### src/rtl/rds_rd_pkg.sv
package rds_rd_pkg;

  localparam int WORD_BITS = 32;
  localparam logic [3:0] WORD_MARK = 4'b1010;

  typedef struct packed {
    logic        offsetSeen;
    logic [2:0]  offsetId;
    logic        ariSeen;
    logic        syncOk;
    logic [2:0]  errLvl;
    logic [15:0] info;
  } rdsEntry_t;

  typedef struct packed {
    logic loadWord;
    logic shiftWord;
    logic popEntry;
  } bufStrobe_t;

endpackage

### src/rtl/rds_rd_ctrl.sv
module rds_rd_ctrl
  import rds_rd_pkg::*;
#(
  parameter int ADDR_W = 8,
  parameter logic [ADDR_W-1:0] ADDR_VAL = 8'h6C
) (
  input  logic       clk,
  input  logic       rst,
  input  logic       busClk,
  input  logic       busEn,
  input  logic       busIn,
  output bufStrobe_t strobe,
  output logic       outEn
);

  localparam int ACNT_W = $clog2(ADDR_W + 1);
  localparam int BCNT_W = $clog2(WORD_BITS);
  localparam logic [ACNT_W-1:0] ADDR_LAST = ACNT_W'(ADDR_W - 1);
  localparam logic [ACNT_W-1:0] ADDR_DONE = ACNT_W'(ADDR_W);
  localparam logic [BCNT_W-1:0] BIT_LAST = BCNT_W'(WORD_BITS - 1);
  localparam logic [BCNT_W-1:0] BIT_COMMIT = BCNT_W'(WORD_BITS - 2);

  logic              sclkQ;
  logic [ADDR_W-1:0] addrSr;
  logic [ACNT_W-1:0] addrCnt;
  logic              selected;
  logic [BCNT_W-1:0] bitCnt;
  logic              rise, fall;
  logic [ADDR_W-1:0] addrNext;

  assign rise     = busEn & busClk & ~sclkQ;
  assign fall     = busEn & ~busClk & sclkQ;
  assign addrNext = {busIn, addrSr[ADDR_W-1:1]};

  always_ff @(posedge clk) begin
    if (rst) begin
      sclkQ    <= 1'b0;
      addrSr   <= '0;
      addrCnt  <= '0;
      selected <= 1'b0;
      bitCnt   <= '0;
      outEn    <= 1'b0;
    end else begin
      sclkQ <= busClk;
      if (!busEn) begin
        addrSr   <= '0;
        addrCnt  <= '0;
        selected <= 1'b0;
        bitCnt   <= '0;
        outEn    <= 1'b0;
      end else begin
        if (rise && addrCnt != ADDR_DONE) begin
          addrSr  <= addrNext;
          addrCnt <= addrCnt + 1'b1;
          if (addrCnt == ADDR_LAST) selected <= (addrNext == ADDR_VAL);
        end else if (rise && selected && outEn) begin
          bitCnt <= (bitCnt == BIT_LAST) ? '0 : bitCnt + 1'b1;
        end
        if (fall && selected) outEn <= 1'b1;
      end
    end
  end

  always_comb begin
    strobe.loadWord  = fall & selected & (bitCnt == '0);
    strobe.shiftWord = fall & selected & (bitCnt != '0);
    strobe.popEntry  = rise & selected & outEn & (bitCnt == BIT_COMMIT);
  end

  // selection can only be granted on the final address bit
  assert_select_on_last_bit_R1: assert property (@(posedge clk) disable iff (rst)
    $rose(selected) |-> ($past(addrCnt) == ADDR_LAST));

  // dropping chip enable disables the output stage
  assert_en_drop_clears_R7: assert property (@(posedge clk) disable iff (rst)
    !busEn |=> !outEn);

endmodule

### src/rtl/rds_rd_buf.sv
module rds_rd_buf
  import rds_rd_pkg::*;
#(
  parameter int DEPTH = 24
) (
  input  logic       clk,
  input  logic       rst,
  input  logic       wrValid,
  input  rdsEntry_t  wrEntry,
  input  bufStrobe_t strobe,
  output logic       shiftMsb
);

  localparam int PTR_W = $clog2(DEPTH);
  localparam int CNT_W = $clog2(DEPTH + 1);
  localparam logic [PTR_W-1:0] PTR_LAST = PTR_W'(DEPTH - 1);
  localparam logic [CNT_W-1:0] CNT_FULL = CNT_W'(DEPTH);
  localparam logic [CNT_W-1:0] CNT_TWO  = CNT_W'(2);

  rdsEntry_t            mem [DEPTH];
  logic [PTR_W-1:0]     head, tail;
  logic [CNT_W-1:0]     count;
  logic [WORD_BITS-1:0] shreg, wordNext;
  logic                 popArmed;
  logic                 full, doPop, overwrite, grow;
  rdsEntry_t            headEntry;

  function automatic logic [PTR_W-1:0] ptrInc(input logic [PTR_W-1:0] p);
    return (p == PTR_LAST) ? '0 : p + 1'b1;
  endfunction

  assign full      = (count == CNT_FULL);
  assign doPop     = strobe.popEntry & popArmed & (count != '0);
  assign overwrite = wrValid & full & ~doPop;
  assign grow      = wrValid & (~full | doPop);
  assign headEntry = mem[head];
  assign shiftMsb  = shreg[WORD_BITS-1];

  always_comb begin
    if (count == '0) begin
      wordNext = '0;
    end else begin
      wordNext = {WORD_MARK, headEntry.offsetSeen, headEntry.offsetId,
                  (count > CNT_TWO), (count >= CNT_TWO),
                  headEntry.ariSeen, headEntry.syncOk, headEntry.errLvl,
                  1'b0, headEntry.info};
    end
  end

  always_ff @(posedge clk) begin
    if (wrValid) mem[tail] <= wrEntry;
  end

  always_ff @(posedge clk) begin
    if (rst) begin
      head     <= '0;
      tail     <= '0;
      count    <= '0;
      shreg    <= '0;
      popArmed <= 1'b0;
    end else begin
      if (wrValid) tail <= ptrInc(tail);
      if (doPop || overwrite) head <= ptrInc(head);
      if (grow && !doPop)      count <= count + 1'b1;
      else if (!grow && doPop) count <= count - 1'b1;

      if (strobe.loadWord)        popArmed <= (count != '0);
      else if (doPop || overwrite) popArmed <= 1'b0;

      if (strobe.loadWord)       shreg <= wordNext;
      else if (strobe.shiftWord) shreg <= {shreg[WORD_BITS-2:0], 1'b0};
    end
  end

  // occupancy never exceeds the buffer depth
  assert_count_bound_R8: assert property (@(posedge clk) disable iff (rst)
    count <= CNT_FULL);

  // a push into a full buffer keeps it full
  assert_full_push_keeps_R8: assert property (@(posedge clk) disable iff (rst)
    (wrValid && full && !strobe.popEntry) |=> (count == CNT_FULL));

  // every word loaded from a held entry starts with the marker
  assert_marker_on_load_R2: assert property (@(posedge clk) disable iff (rst)
    (strobe.loadWord && count != '0) |=> (shreg[WORD_BITS-1 -: 4] == WORD_MARK));

  // an empty buffer loads an all-zero word
  assert_empty_word_zero_R4: assert property (@(posedge clk) disable iff (rst)
    (strobe.loadWord && count == '0 && !wrValid) |=> (shreg == '0));

endmodule

### src/rtl/rds_readout_port.sv
module rds_readout_port
  import rds_rd_pkg::*;
#(
  parameter int DEPTH  = 24,
  parameter int ADDR_W = 8,
  parameter logic [ADDR_W-1:0] ADDR_VAL = 8'h6C
) (
  input  logic        clk,
  input  logic        rst,
  input  logic        wrValid,
  input  logic [15:0] wrInfo,
  input  logic        wrOffsetSeen,
  input  logic [2:0]  wrOffsetId,
  input  logic        wrAriSeen,
  input  logic        wrSyncOk,
  input  logic [2:0]  wrErr,
  input  logic        busClk,
  input  logic        busEn,
  input  logic        busIn,
  output logic        busOut
);

  bufStrobe_t strobe;
  rdsEntry_t  wrEntry;
  logic       outEn;
  logic       shiftMsb;

  assign wrEntry = '{offsetSeen: wrOffsetSeen, offsetId: wrOffsetId,
                     ariSeen: wrAriSeen, syncOk: wrSyncOk,
                     errLvl: wrErr, info: wrInfo};

  rds_rd_ctrl #(.ADDR_W(ADDR_W), .ADDR_VAL(ADDR_VAL)) u_ctrl (
    .clk(clk), .rst(rst), .busClk(busClk), .busEn(busEn), .busIn(busIn),
    .strobe(strobe), .outEn(outEn)
  );

  rds_rd_buf #(.DEPTH(DEPTH)) u_buf (
    .clk(clk), .rst(rst), .wrValid(wrValid), .wrEntry(wrEntry),
    .strobe(strobe), .shiftMsb(shiftMsb)
  );

  assign busOut = outEn & shiftMsb;

  // data-out is quiet one cycle after chip enable is low
  assert_bus_quiet_R7: assert property (@(posedge clk) disable iff (rst)
    !busEn |=> !busOut);

endmodule

### config.mk
export PLATFORM = sky130hd
export DESIGN_NAME = rds_readout_port
export DESIGN_NICKNAME = d
export VERILOG_FILES = /design/src/rtl/rds_rd_pkg.sv /design/src/rtl/rds_rd_ctrl.sv /design/src/rtl/rds_rd_buf.sv /design/src/rtl/rds_readout_port.sv
export SDC_FILE = /design/constraint.sdc
export NUM_CORES = 1
export LEC_CHECK = 0
export ABC_AREA = 0
export BUFFER_PORTS_ARGS = -buffer_cell sky130_fd_sc_hd__clkbuf_2
export CORE_ASPECT_RATIO = 0.75
export CORE_MARGIN = 2
export CORE_UTILIZATION = 45
export DETAILED_ROUTE_END_ITERATION = 12
export GPL_TIMING_DRIVEN = 0
export SYNTH_ARGS = -nofsm -noshare
export SYNTH_HDL_FRONTEND = slang
export SYNTH_SLANG_ARGS = --single-unit
### constraint.sdc
create_clock -name clk -period 3.45 [get_ports clk]
set_input_delay 0.345 -clock clk [delete_from_list [all_inputs] [get_ports clk]]
set_output_delay 0.345 -clock clk [all_outputs]
set_load 0.005 [all_outputs]
==> metrics.csv, run 1 <==
stage;metric;value;unit
outcome;status;complete, no violations;
floorplan;core area;57440;um2
sta;fin crit share;92.41;%
cells_and_area;# diodes;0;
pwr;combinational power share;2.9;%
yosys;synth unique cells;57;
clock_network;H-tree depth;2;
sta;Setup Skew;0.01280;ns
cells_and_area;register area;19460;um2
yosys;Synth Flop Type;edfxtp_1;
detailed_routing;DRC;0;
grt;Tot GR Track Use;21.25;%
critical_path;nature of the critical path endpoint;flip-flop;
yosys;multiplexer share of the synthesized area;14.12;%
placement;DP HPWL;41700;um
placement;routability congestion estimate;0.8645;
critical_path;WP data required;3.99;ns
sta;Worst Setup Slack, final;0.2618;ns
clock_network;CTS tree;built;
yosys;YS warnings;0;
detailed_routing;DRT met1 WL;28010;um
detailed_routing;drt total wl;62490;um
yosys;Async S/R FF share, synth;0;%
yosys;Post-Synth Simple-Gate Area;3.030;%
run;MaxCap Viol Count;0;
placement;dpl ws;0.2589;ns
grt;largest net degree at the start of global routing;26;
yosys;post-synthesis net count;1442;
critical_path;critical path type;reg -> reg;
detailed_routing;Via-to-Cell Ratio;5.794;
yosys;syn avg cell area;18.77;um2
min_path;hold crit path type;in -> reg;
yosys;Netlist Area Pre-Place;26180;um2
cells_and_area;fillers;4629;
detailed_routing;antenna-violating nets left;0;
pwr;Lkg Pwr;9.347;nW
sta;setup repair after global routing missed its margin;false;
critical_path;Critical Path AT;3.73;ns
placement;placed cells;2229;
cells_and_area;fin cells;2346;
grt;first-pass GRT wire length;91480;um
critical_path;top cell family by delay on the critical path;simple AND/OR/NAND/NOR gates;
min_path;hold_sp;wrValid;
clock_network;Clock Latency Late Sink;0.62;ns
yosys;Synth area leader;edfxtp_1;
yosys;largest family of logic cells by synthesized area;multiplexers;
placement;IO Port Bufs;29;
sta;Max transition margin;35.44;%
floorplan;Rows;76;
floorplan;Die Y;212.9;um
critical_path;Buf/Inv on CP;1;
yosys;leading post-synthesis cells by cell area;edfxtp_1, mux4_2, dfxtp_1;
cells_and_area;Layout area overhead;14.34;%
clock_network;Longest Clk Path Bufs;3;
clock_network;Root Buffer;clkbuf_16;
clock_network;CTS clk-pin slew, worst paths;0.06;ns
sta;Final TNS setup;0;ns
sta;Final Hold Vio Count;0;
cells_and_area;layout cell share with drive strength beyond 1;27.52;%
yosys;number of flops mapped to enable cells by yosys;600;
detailed_routing;routed wl met3;5267;um
yosys;Yosys reg bits;672;
pwr;clock share of power;42.1;%
min_path;hold depth;3;
yosys;Cells after Synth;1395;
min_path;Hold Path Sink;u_buf.tail[1];
floorplan;die width;282.5;um
pwr;Worst IR Drop VDD;0.0004339;V
grt;via count of the first global-routing pass;13644;
clock_network;clock sink count;672;
detailed_routing;WL per Instance;26.64;um
pwr;register share of total power;55.0;%
critical_path;Worst R2R Setup Slack;0.26;ns
cells_and_area;multi-input logic area;6392;um2
critical_path;CP most frequent cell;or3_1;
pwr;power per standard cell area;543.6;nW/um2
pwr;switching power;3.283;mW
sta;Peak Freq;313.7;MHz
critical_path;CP max stage delay;0.42;ns
yosys;area fraction of the dominant cell type after synthesis;68.81;%
pwr;Pint;12.99;mW
sta;Setup Viol. Count Final;0;
critical_path;CP max-delay cell;dfxtp_1;
critical_path;CP Launch Type;flip-flop;
critical_path;worst reg2reg startpoint;u_ctrl.bitCnt[1];
clock_network;post-CTS setup buffers;0;
detailed_routing;Detailed Routing Iterations Pass 1;5;
detailed_routing;Iteration-0 DRC Markers;1409;
pwr;sw frac;20.18;%
yosys;Post-Synth XOR/XNOR Area;0.3011;%
detailed_routing;metal2 WL;28110;um
yosys;Post-Synth Adder-Cell Area;0.7933;%
critical_path;crit-path max FO;6;
yosys;Synth Area in Compound Gates;5.672;%
grt;initial antenna violation count;2;
floorplan;Ports;32;
critical_path;FF-to-FF path depth;13;
detailed_routing;via count;13592;
sta;Tightest Pin Transition;0.9684;ns
cells_and_area;post-layout net count;1561;
detailed_routing;Top Metal Used;met5;
critical_path;reg2reg end;u_buf.count[4];
clock_network;clock buffer count from CTS;61;
sta;Slew Limit Fails;0;
yosys;sequential fraction of the synthesis area;74.32;%
grt;total grt overflow;0;
critical_path;CP Cell Sequence;ha_1 > and3_1 > nand3_1 > or3_1 > a41oi_1 > ha_2 > inv_1 > fa_1 > a21o_1 > a21oi_2 > xnor2_1 > or3_1 > a21oi_1;
sta;clock period minus worst slack;3.188;ns
floorplan;Die ar.;60150;um2
sta;Worst Hold Margin;0.2164;ns
floorplan;Initial Util;45.59;%
## worst max-delay path by stage
stage | slack (ns) | cells after the start | from | to
after floorplan | 0.29 | 4 | wrValid | u_buf.mem[3][0]
after global placement | -2.08 | 4 | wrValid | u_buf.mem[2][9]
after detailed placement | 0.26 | 13 | u_ctrl.bitCnt[1] | u_buf.count[4]
after CTS | 0.25 | 13 | u_ctrl.bitCnt[1] | u_buf.count[4]
after global routing | 0.04 | 14 | u_ctrl.bitCnt[0] | u_buf.count[4]
final | 0.26 | 13 | u_ctrl.bitCnt[1] | u_buf.count[4]
## stage by stage
stage          total power, mW  utilization (%)  cell area, um2
2_1_floorplan            9.351                -           26180
3_3_place_gp             9.551            47.54           27300
3_5_place_dp             9.588            48.58           27900
4_1_cts                  16.39            52.11           29930
5_1_grt                  16.73            52.12           29940
6_report                 16.27            52.12           29940
## metal layers
metal / global-route usage [%] / vias up
met5: 0 / -
met4: 4.908 / 4
met3: 5.515 / 98
met2: 31.73 / 483
met1: 31.42 / 7050
li1: - / 5957
## timing repair
item / CTS / global route
endpoints found under the hold margin: 2 / 0
resized for setup: 0 / 2
endpoints found under the setup margin: 0 / 1
hold buffers: 2 / 0
## logic make-up (layout without fill, tap and decap cells)
kind of cell | Yosys count | after routing
and+or+nand+nor | 155 | 155
muxes | 233 | 233
AOI/OAI and AO/OA | 218 | 218
adders and majority gates | 16 | 16
DFF | 672 | 672
buffers and inverters | 92 | 263
xor gates and xnor gates | 9 | 9
## worst register-to-register path, delay by kind of cell, from the launching register on
kind,cells,cell delay [ns]
XOR/XNOR,1,0.09
AND/OR/NAND/NOR,4,0.97
buffers and inverters,1,0.09
flip-flops,1,0.42
adder cells (fa/ha/maj),3,0.81
AO/OA/AOI/OAI,4,0.73
## synthesized netlist by cell type, drive strengths merged (3+ instances only)
library cell and count:
a211oi 6, a21oi 37, a222oi 4, a22oi 51
a2bb2oi 4, a311oi 6, a31o 3, and2 10
and3 4, buf 50, clkbuf 31, dfxtp 72
edfxtp 600, ha 15, inv 11, mux2 110
mux2i 25, mux4 98, nand2 22, nand2b 6
nand3 8, nand3b 3, nand4 5, nor2 59
nor2b 11, nor3 9, nor3b 4, o211ai 3
o21ai 9, o22ai 62, o31a 4, o31ai 21
or3 3, xnor2 4, xor2 5
## area by class of cell
type / instances / area share (%)
sequential: 672 / 65.00
multi-input combinational: 631 / 21.35
clock buffer: 73 / 5.392
tap: 780 / 3.260
timing repair buffer: 56 / 2.123
buffer: 81 / 1.409
clock inverter: 42 / 1.325
inverter: 11 / 0.1379
## sequential cells by signal (all words and copies together) (netlist names), 4 cells and up, named ones only
register,cells
u_buf.head,5
u_buf.count,5
u_ctrl.addrCnt,4
u_ctrl.bitCnt,5
u_buf.shreg,32
u_ctrl.addrSr,7
u_buf.tail,5
u_buf.mem,600
## power groups by stage
stage	Combinational, mW	Clock, mW	Sequential, mW
global route	0.520	7.27	8.95
CTS	0.473	6.98	8.94
floorplan	0.237	0	9.11
detailed placement	0.469	0	9.12
global placement	0.429	0	9.12
finish	0.472	6.86	8.94
## layout by cell type (no fill, tap or decap), drive strengths merged, types with 5 or more instances in the layout
cell | Yosys | final
o22ai | 62 | 62
o21ai | 9 | 9
inv | 11 | 12
and2 | 10 | 10
nor2 | 59 | 59
buf | 50 | 75
a311oi | 6 | 6
o31ai | 21 | 21
mux4 | 98 | 98
nand2 | 22 | 22
a21oi | 37 | 37
ha | 15 | 15
mux2 | 110 | 110
xor2 | 5 | 5
clkinv | 0 | 31
a22oi | 51 | 51
nand2b | 6 | 6
dfxtp | 72 | 72
clkbuf | 31 | 133
nand4 | 5 | 5
a211oi | 6 | 6
nor3 | 9 | 9
bufinv | 0 | 8
edfxtp | 600 | 600
mux2i | 25 | 25
nor2b | 11 | 11
nand3 | 8 | 8
Power figures use the tool's default switching activity.
==> run 2: changes to the inputs <==
==> constraint.sdc (replaced) <==
create_clock -name clk -period 3 [get_ports clk]
set_input_delay 0.3 -clock clk [delete_from_list [all_inputs] [get_ports clk]]
set_output_delay 0.3 -clock clk [all_outputs]
set_load 0.005 [all_outputs]
==> run 2 against run 1 <==
Effect of this change: global-route usage is 0.68 points higher; register-to-register slack worse by 0.17 ns; non-clock buffer count is 7 lower; maximum frequency is 9.7% higher; via count is 1.4% higher; combinational power is 17% higher; first-iteration DRC count is 4.0% higher; hold slack worse by 0.030 ns; flip-flop and latch count stayed put; power is 16% higher; critical path depth is 1 higher; sequential share of layout area is 0.18 points lower; critical endpoint unchanged; largest power group unchanged; highest routed layer is now met4.
==> metrics.csv, run 2 (synthesized netlist as in run 1, its figures left out) <==
stage;metric;value;unit
critical_path;Worst R2R Setup Slack;0.09;ns
detailed_routing;Via-to-Cell Ratio;5.891;
pwr;Lkg Pwr;9.325;nW
sta;clock period minus worst slack;2.906;ns
placement;IO Port Bufs;29;
clock_network;H-tree depth;3;
clock_network;clock buffer count from CTS;66;
sta;Setup Skew;0.01783;ns
cells_and_area;Layout area overhead;14.71;%
sta;setup repair after global routing missed its margin;true;
pwr;Final Power;18.86;mW
clock_network;CTS tree;built;
cells_and_area;# diodes;0;
placement;DP HPWL;41800;um
critical_path;critical path type;reg -> reg;
detailed_routing;Iteration-0 DRC Markers;1466;
cells_and_area;biggest regs;u_buf.mem (600), u_buf.shreg (32), u_ctrl.addrSr (7);
sta;Slew Limit Fails;0;
sta;Worst Setup Slack, final;0.09405;ns
detailed_routing;drt total wl;63840;um
sta;fin crit share;96.87;%
grt;total grt overflow;0;
grt;Tot GR Track Use;21.93;%
clock_network;clock sink count;672;
grt;via count of the first global-routing pass;13902;
floorplan;die width;282.5;um
placement;dpl ws;-0.1488;ns
floorplan;Rows;76;
detailed_routing;Detailed Routing Iterations Pass 1;5;
cells_and_area;Largest register FFs;600;
critical_path;worst reg2reg startpoint;u_ctrl.bitCnt[0];
floorplan;core area;57440;um2
placement;routability congestion estimate;0.8519;
grt;largest net degree at the start of global routing;27;
critical_path;reg2reg end;u_buf.count[4];
critical_path;nature of the critical path endpoint;flip-flop;
critical_path;FF-to-FF path depth;14;
detailed_routing;via count;13780;
cells_and_area;fillers;4624;
clock_network;Longest Clk Path Bufs;3;
pwr;Worst IR Drop VDD;0.0005218;V
sta;Setup Viol. Count Final;0;
cells_and_area;layout cell share with drive strength beyond 1;28.29;%
clock_network;Root Buffer;clkbuf_16;
floorplan;Die ar.;60150;um2
grt;initial antenna violation count;0;
sta;Peak Freq;344.1;MHz
pwr;power per standard cell area;627.8;nW/um2
floorplan;Initial Util;45.59;%
sta;Max transition margin;30.73;%
critical_path;WP data required;3.54;ns
sta;Final Hold Vio Count;0;
floorplan;Ports;32;
clock_network;CTS clk-pin slew, worst paths;0.06;ns
critical_path;CP Launch Type;flip-flop;
min_path;Hold Path Sink;u_buf.tail[1];
min_path;hold_sp;wrValid;
cells_and_area;post-layout net count;1559;
outcome;status;complete, no violations;
cells_and_area;largest reg by FF count;u_buf.mem;
cells_and_area;commonest non-fill, non-tap cell in the layout;edfxtp_1;
sta;Tightest Pin Transition;1.039;ns
detailed_routing;antenna-violating nets left;0;
min_path;hold depth;3;
min_path;hold crit path type;in -> reg;
clock_network;Clock Latency Late Sink;0.60;ns
cells_and_area;commonest cells after routing, fill and taps aside;edfxtp_1, mux2_2, mux4_2, clkbuf_16, dfxtp_1;
detailed_routing;WL per Instance;27.29;um
grt;first-pass GRT wire length;93430;um
floorplan;Die Y;212.9;um
critical_path;Critical Path AT;3.45;ns
detailed_routing;DRC;0;
run;MaxCap Viol Count;0;
critical_path;crit-path max FO;6;
run 2: changes by cell type in the layout (fill, tap and decap cells not counted), moves of 2 or more:
cell	delta
inv_1	-2
clkbuf_8	+4
clkbuf_16	+8
buf_6	-12
bufinv_16	-6
clkinv_2	-3
clkinvlp_4	+2
nor3_2	-4
nor3_4	+4
buf_16	+3
clkbuf_1	+3
dfxtp_1	-5
dfxtp_2	+4
clkinv_1	-6
run 2: timing repair:
item	4_1_cts	5_1_grt
setup endpoints to repair	1	1
hold endpoints to repair	2	0
setup buffers	1	0
pin swaps	1	4
hold buffers	2	0
gates resized for setup	10	8
run 2: layout make-up:
cell class | count | area [um2] | share of cell area [%]
Inverter | 11 | 43.79 | 0.1458
Timing Repair Buffer | 49 | 605.6 | 2.016
Clock buffer | 88 | 1881 | 6.261
Buffer | 81 | 421.7 | 1.404
Tap cell | 780 | 975.9 | 3.249
Clock inverter | 27 | 180.2 | 0.5999
Multi-Input combinational cell | 631 | 6459 | 21.50
Sequential cell | 672 | 19470 | 64.82
run 2: power breakdown:
group / internal, mW / switching [mW]
registers: 10.3 / 0.0354
logic: 0.190 / 0.363
clock network: 4.57 / 3.44
run 2: per-layer routing:
layer / vias up / GRT usage, % / part of all wire, %
li1: 5933 / - / -
met1: 7195 / 32.39 / 45
met2: 533 / 32.43 / 44
met3: 119 / 5.285 / 8.1
met4: 0 / 6.495 / 2.6
met5: - / 0 / 0
run 2: worst max-delay path by stage:
stage                     slack (ns)  cells after the start        startpoint              end
after floorplan                 0.06                     14  u_ctrl.bitCnt[0]   u_buf.count[4]
after global placement         -1.32                      4           wrValid  u_buf.mem[9][7]
after detailed placement       -0.15                     14  u_ctrl.bitCnt[0]   u_buf.count[4]
after CTS                      0.006                     14  u_ctrl.bitCnt[0]   u_buf.count[4]
after global routing           -0.09                     14  u_ctrl.bitCnt[0]   u_buf.count[4]
final                           0.09                     14  u_ctrl.bitCnt[0]   u_buf.count[4]
run 2: critical path: stages, from the launching register on:
cell     delay (ns)
dfxtp_4        0.36
inv_2          0.06
ha_1           0.14
and3_4         0.18
nand3_2        0.09
or3_4          0.35
a41oi_2        0.15
ha_2           0.24
inv_4          0.06
fa_2           0.34
a21o_1         0.17
a21oi_2        0.13
xnor2_1        0.09
or3_1          0.33
a21oi_2        0.14
run 2: through the flow:
stage | area, um2 | util, % | cells | setup TNS (ns) | hold slack, ns
global placement | 27320 | 47.57 | 2204 | -384.24 | 0.4401
floorplan | 26200 | - | 1395 | 0 | 0.3989
finish | 30030 | 52.29 | 2339 | 0 | 0.1863
CTS | 30010 | 52.25 | 2339 | 0 | 0.1456
detailed placement | 27890 | 48.55 | 2221 | -0.1488 | 0.4523
global route | 30030 | 52.29 | 2339 | -0.09378 | 0.1775
==> run 3: changes to the inputs <==
--- a/config.mk
+++ b/config.mk
@@ -11,7 +11,7 @@
 export CORE_MARGIN = 2
 export CORE_UTILIZATION = 45
 export DETAILED_ROUTE_END_ITERATION = 12
-export GPL_TIMING_DRIVEN = 0
+export GPL_TIMING_DRIVEN = 1
 export SYNTH_ARGS = -nofsm -noshare
 export SYNTH_HDL_FRONTEND = slang
 export SYNTH_SLANG_ARGS = --single-unit
==> run 3 against run 2 <==
Effect of this change: clock power is 1% lower; die area stayed put; sequential power hardly changed; clock skew is 0.0022 ns higher; via count is 2.4% lower; flip-flop and latch count stayed put.
==> metrics.csv, run 3 (synthesized netlist as in run 1, its figures left out) <==
stage;metric;value;unit
critical_path;critical path type;reg -> reg;
pwr;Worst IR Drop VDD;0.0004859;V
cells_and_area;commonest non-fill, non-tap cell in the layout;edfxtp_1;
grt;largest net degree at the start of global routing;64;
detailed_routing;drt total wl;62220;um
grt;total grt overflow;0;
floorplan;Die ar.;60150;um2
floorplan;Rows;76;
critical_path;Critical Path AT;3.42;ns
outcome;status;complete, no violations;
cells_and_area;commonest cells after routing, fill and taps aside;edfxtp_1, mux2_2, mux4_2, dfxtp_1, buf_4;
pwr;power per standard cell area;624.2;nW/um2
clock_network;clock sink count;672;
grt;initial antenna violation count;0;
detailed_routing;antenna-violating nets left;0;
clock_network;Longest Clk Path Bufs;3;
critical_path;CP max stage delay;0.38;ns
critical_path;CP most frequent cell;inv_2;
sta;Setup Viol. Count Final;0;
pwr;Lkg Pwr;9.348;nW
cells_and_area;# diodes;0;
cells_and_area;biggest regs;u_buf.mem (600), u_buf.shreg (32), u_ctrl.addrSr (7);
sta;Worst Hold Margin;0.1960;ns
cells_and_area;Largest register FFs;600;
min_path;hold_sp;wrInfo[10];
grt;first-pass GRT wire length;90590;um
placement;routability congestion estimate;0.7636;
sta;setup repair after global routing missed its margin;false;
detailed_routing;Detailed Routing Iterations Pass 1;5;
cells_and_area;largest reg by FF count;u_buf.mem;
grt;Tot GR Track Use;21.10;%
sta;fin crit share;95.66;%
clock_network;Clock Latency Late Sink;0.63;ns
sta;Worst Setup Slack, final;0.1302;ns
detailed_routing;Iteration-0 DRC Markers;1336;
critical_path;WP data required;3.55;ns
cells_and_area;layout cell share with drive strength beyond 1;29.81;%
critical_path;Buf/Inv on CP;2;
sta;Final Hold Vio Count;0;
floorplan;die width;282.5;um
critical_path;crit-path max FO;4;
placement;IO Port Bufs;31;
cells_and_area;Layout area overhead;14.68;%
sta;Peak Freq;348.5;MHz
sta;Max transition margin;34.68;%
detailed_routing;via count;13447;
critical_path;Worst setup startpoint;u_ctrl.bitCnt[0];
sta;Tightest Pin Transition;0.9755;ns
critical_path;worst reg2reg startpoint;u_ctrl.bitCnt[0];
critical_path;top cell family by delay on the critical path;simple AND/OR/NAND/NOR gates;
placement;dpl ws;-0.06876;ns
clock_network;CTS tree;built;
critical_path;CP Cell Sequence;inv_2 > ha_1 > and3_4 > nand3_2 > or3_4 > a41oi_2 > ha_2 > inv_2 > fa_2 > a21o_1 > a21oi_2 > xnor2_1 > or3_1 > a21oi_1;
floorplan;Initial Util;45.59;%
detailed_routing;WL per Instance;26.70;um
clock_network;CTS clk-pin slew, worst paths;0.07;ns
clock_network;Root Buffer;clkbuf_16;
sta;Slew Limit Fails;0;
clock_network;H-tree depth;2;
critical_path;nature of the critical path endpoint;flip-flop;
run;MaxCap Viol Count;0;
floorplan;Die Y;212.9;um
grt;via count of the first global-routing pass;13398;
placement;DP HPWL;35530;um
detailed_routing;Via-to-Cell Ratio;5.771;
floorplan;Ports;32;
sta;clock period minus worst slack;2.870;ns
cells_and_area;post-layout net count;1544;
min_path;hold crit path type;in -> reg;
floorplan;core area;57440;um2
detailed_routing;DRC;0;
sta;Setup Skew;0.02002;ns
critical_path;CP Launch Type;flip-flop;
critical_path;CP max-delay cell;or3_4;
clock_network;clock buffer count from CTS;61;
==> run 3: final cells by class <==
type	count	area [um2]
well taps	780	975.9
clock buffers	97	1794
repair buffers	120	1069
fillers	4617	27410
multi-input cells	631	6445
clock inverters	19	232.7
inverters	11	41.29
flip-flops and latches	672	19470
==> run 3: worst register-to-register path, delay by kind of cell, from the launching register on <==
| family | cells | cell delay (ns) |
|---|---|---|
| and+or+nand+nor | 4 | 0.94 |
| adders and majority gates | 3 | 0.71 |
| xor gates and xnor gates | 1 | 0.10 |
| DFF | 1 | 0.31 |
| buffers and inverters | 2 | 0.13 |
| AOI/OAI and AO/OA | 4 | 0.60 |
==> run 3: worst paths after layout <==
path,slack [ns],to,cells after the start
max,0.13,u_buf.count[4],14
min,0.20,u_buf.mem[12][10],1
min reg2reg,0.46,u_buf.shreg[22],2
max reg2reg,0.13,u_buf.count[4],14
==> run 3: report_power, final <==
part	leakage, nW	total (mW)	switching (mW)	internal (mW)
combinational	2.36	0.581	0.367	0.214
clock	0.991	7.89	3.36	4.52
sequential	5.99	10.3	0.0261	10.3
==> run 3: through the flow <==
step | TNS (ns) | util (%) | std cells | cell area, um2 | power (mW)
floorplan | 0 | - | 1395 | 26200 | 10.75
global placement | -0.03598 | 48.62 | 2209 | 27920 | 11.03
detailed placement | -0.06876 | 48.62 | 2209 | 27920 | 11.05
CTS | 0 | 52.22 | 2328 | 29990 | 18.88
global route | 0 | 52.28 | 2330 | 30030 | 19.32
finish | 0 | 52.28 | 2330 | 30030 | 18.74
==> run 3: layer usage <==
layer	GRT usage [%]	wire length (um)	share of wire, %	vias to the layer above
met5	0	0	0	-
met4	4.689	1053	1.7	0
met3	4.147	3577	5.7	73
met2	32.89	28850	46	386
met1	30.98	28730	46	7085
li1	-	-	-	5903
==> run 3: what timing repair did <==
item / in CTS / in global routing
endpoints found under the setup margin: 1 / 2
hold endpoints to repair: 3 / 0
pin swaps: 0 / 5
resized for setup: 3 / 6
hold buffers: 3 / 0
buffers inserted: 0 / 2
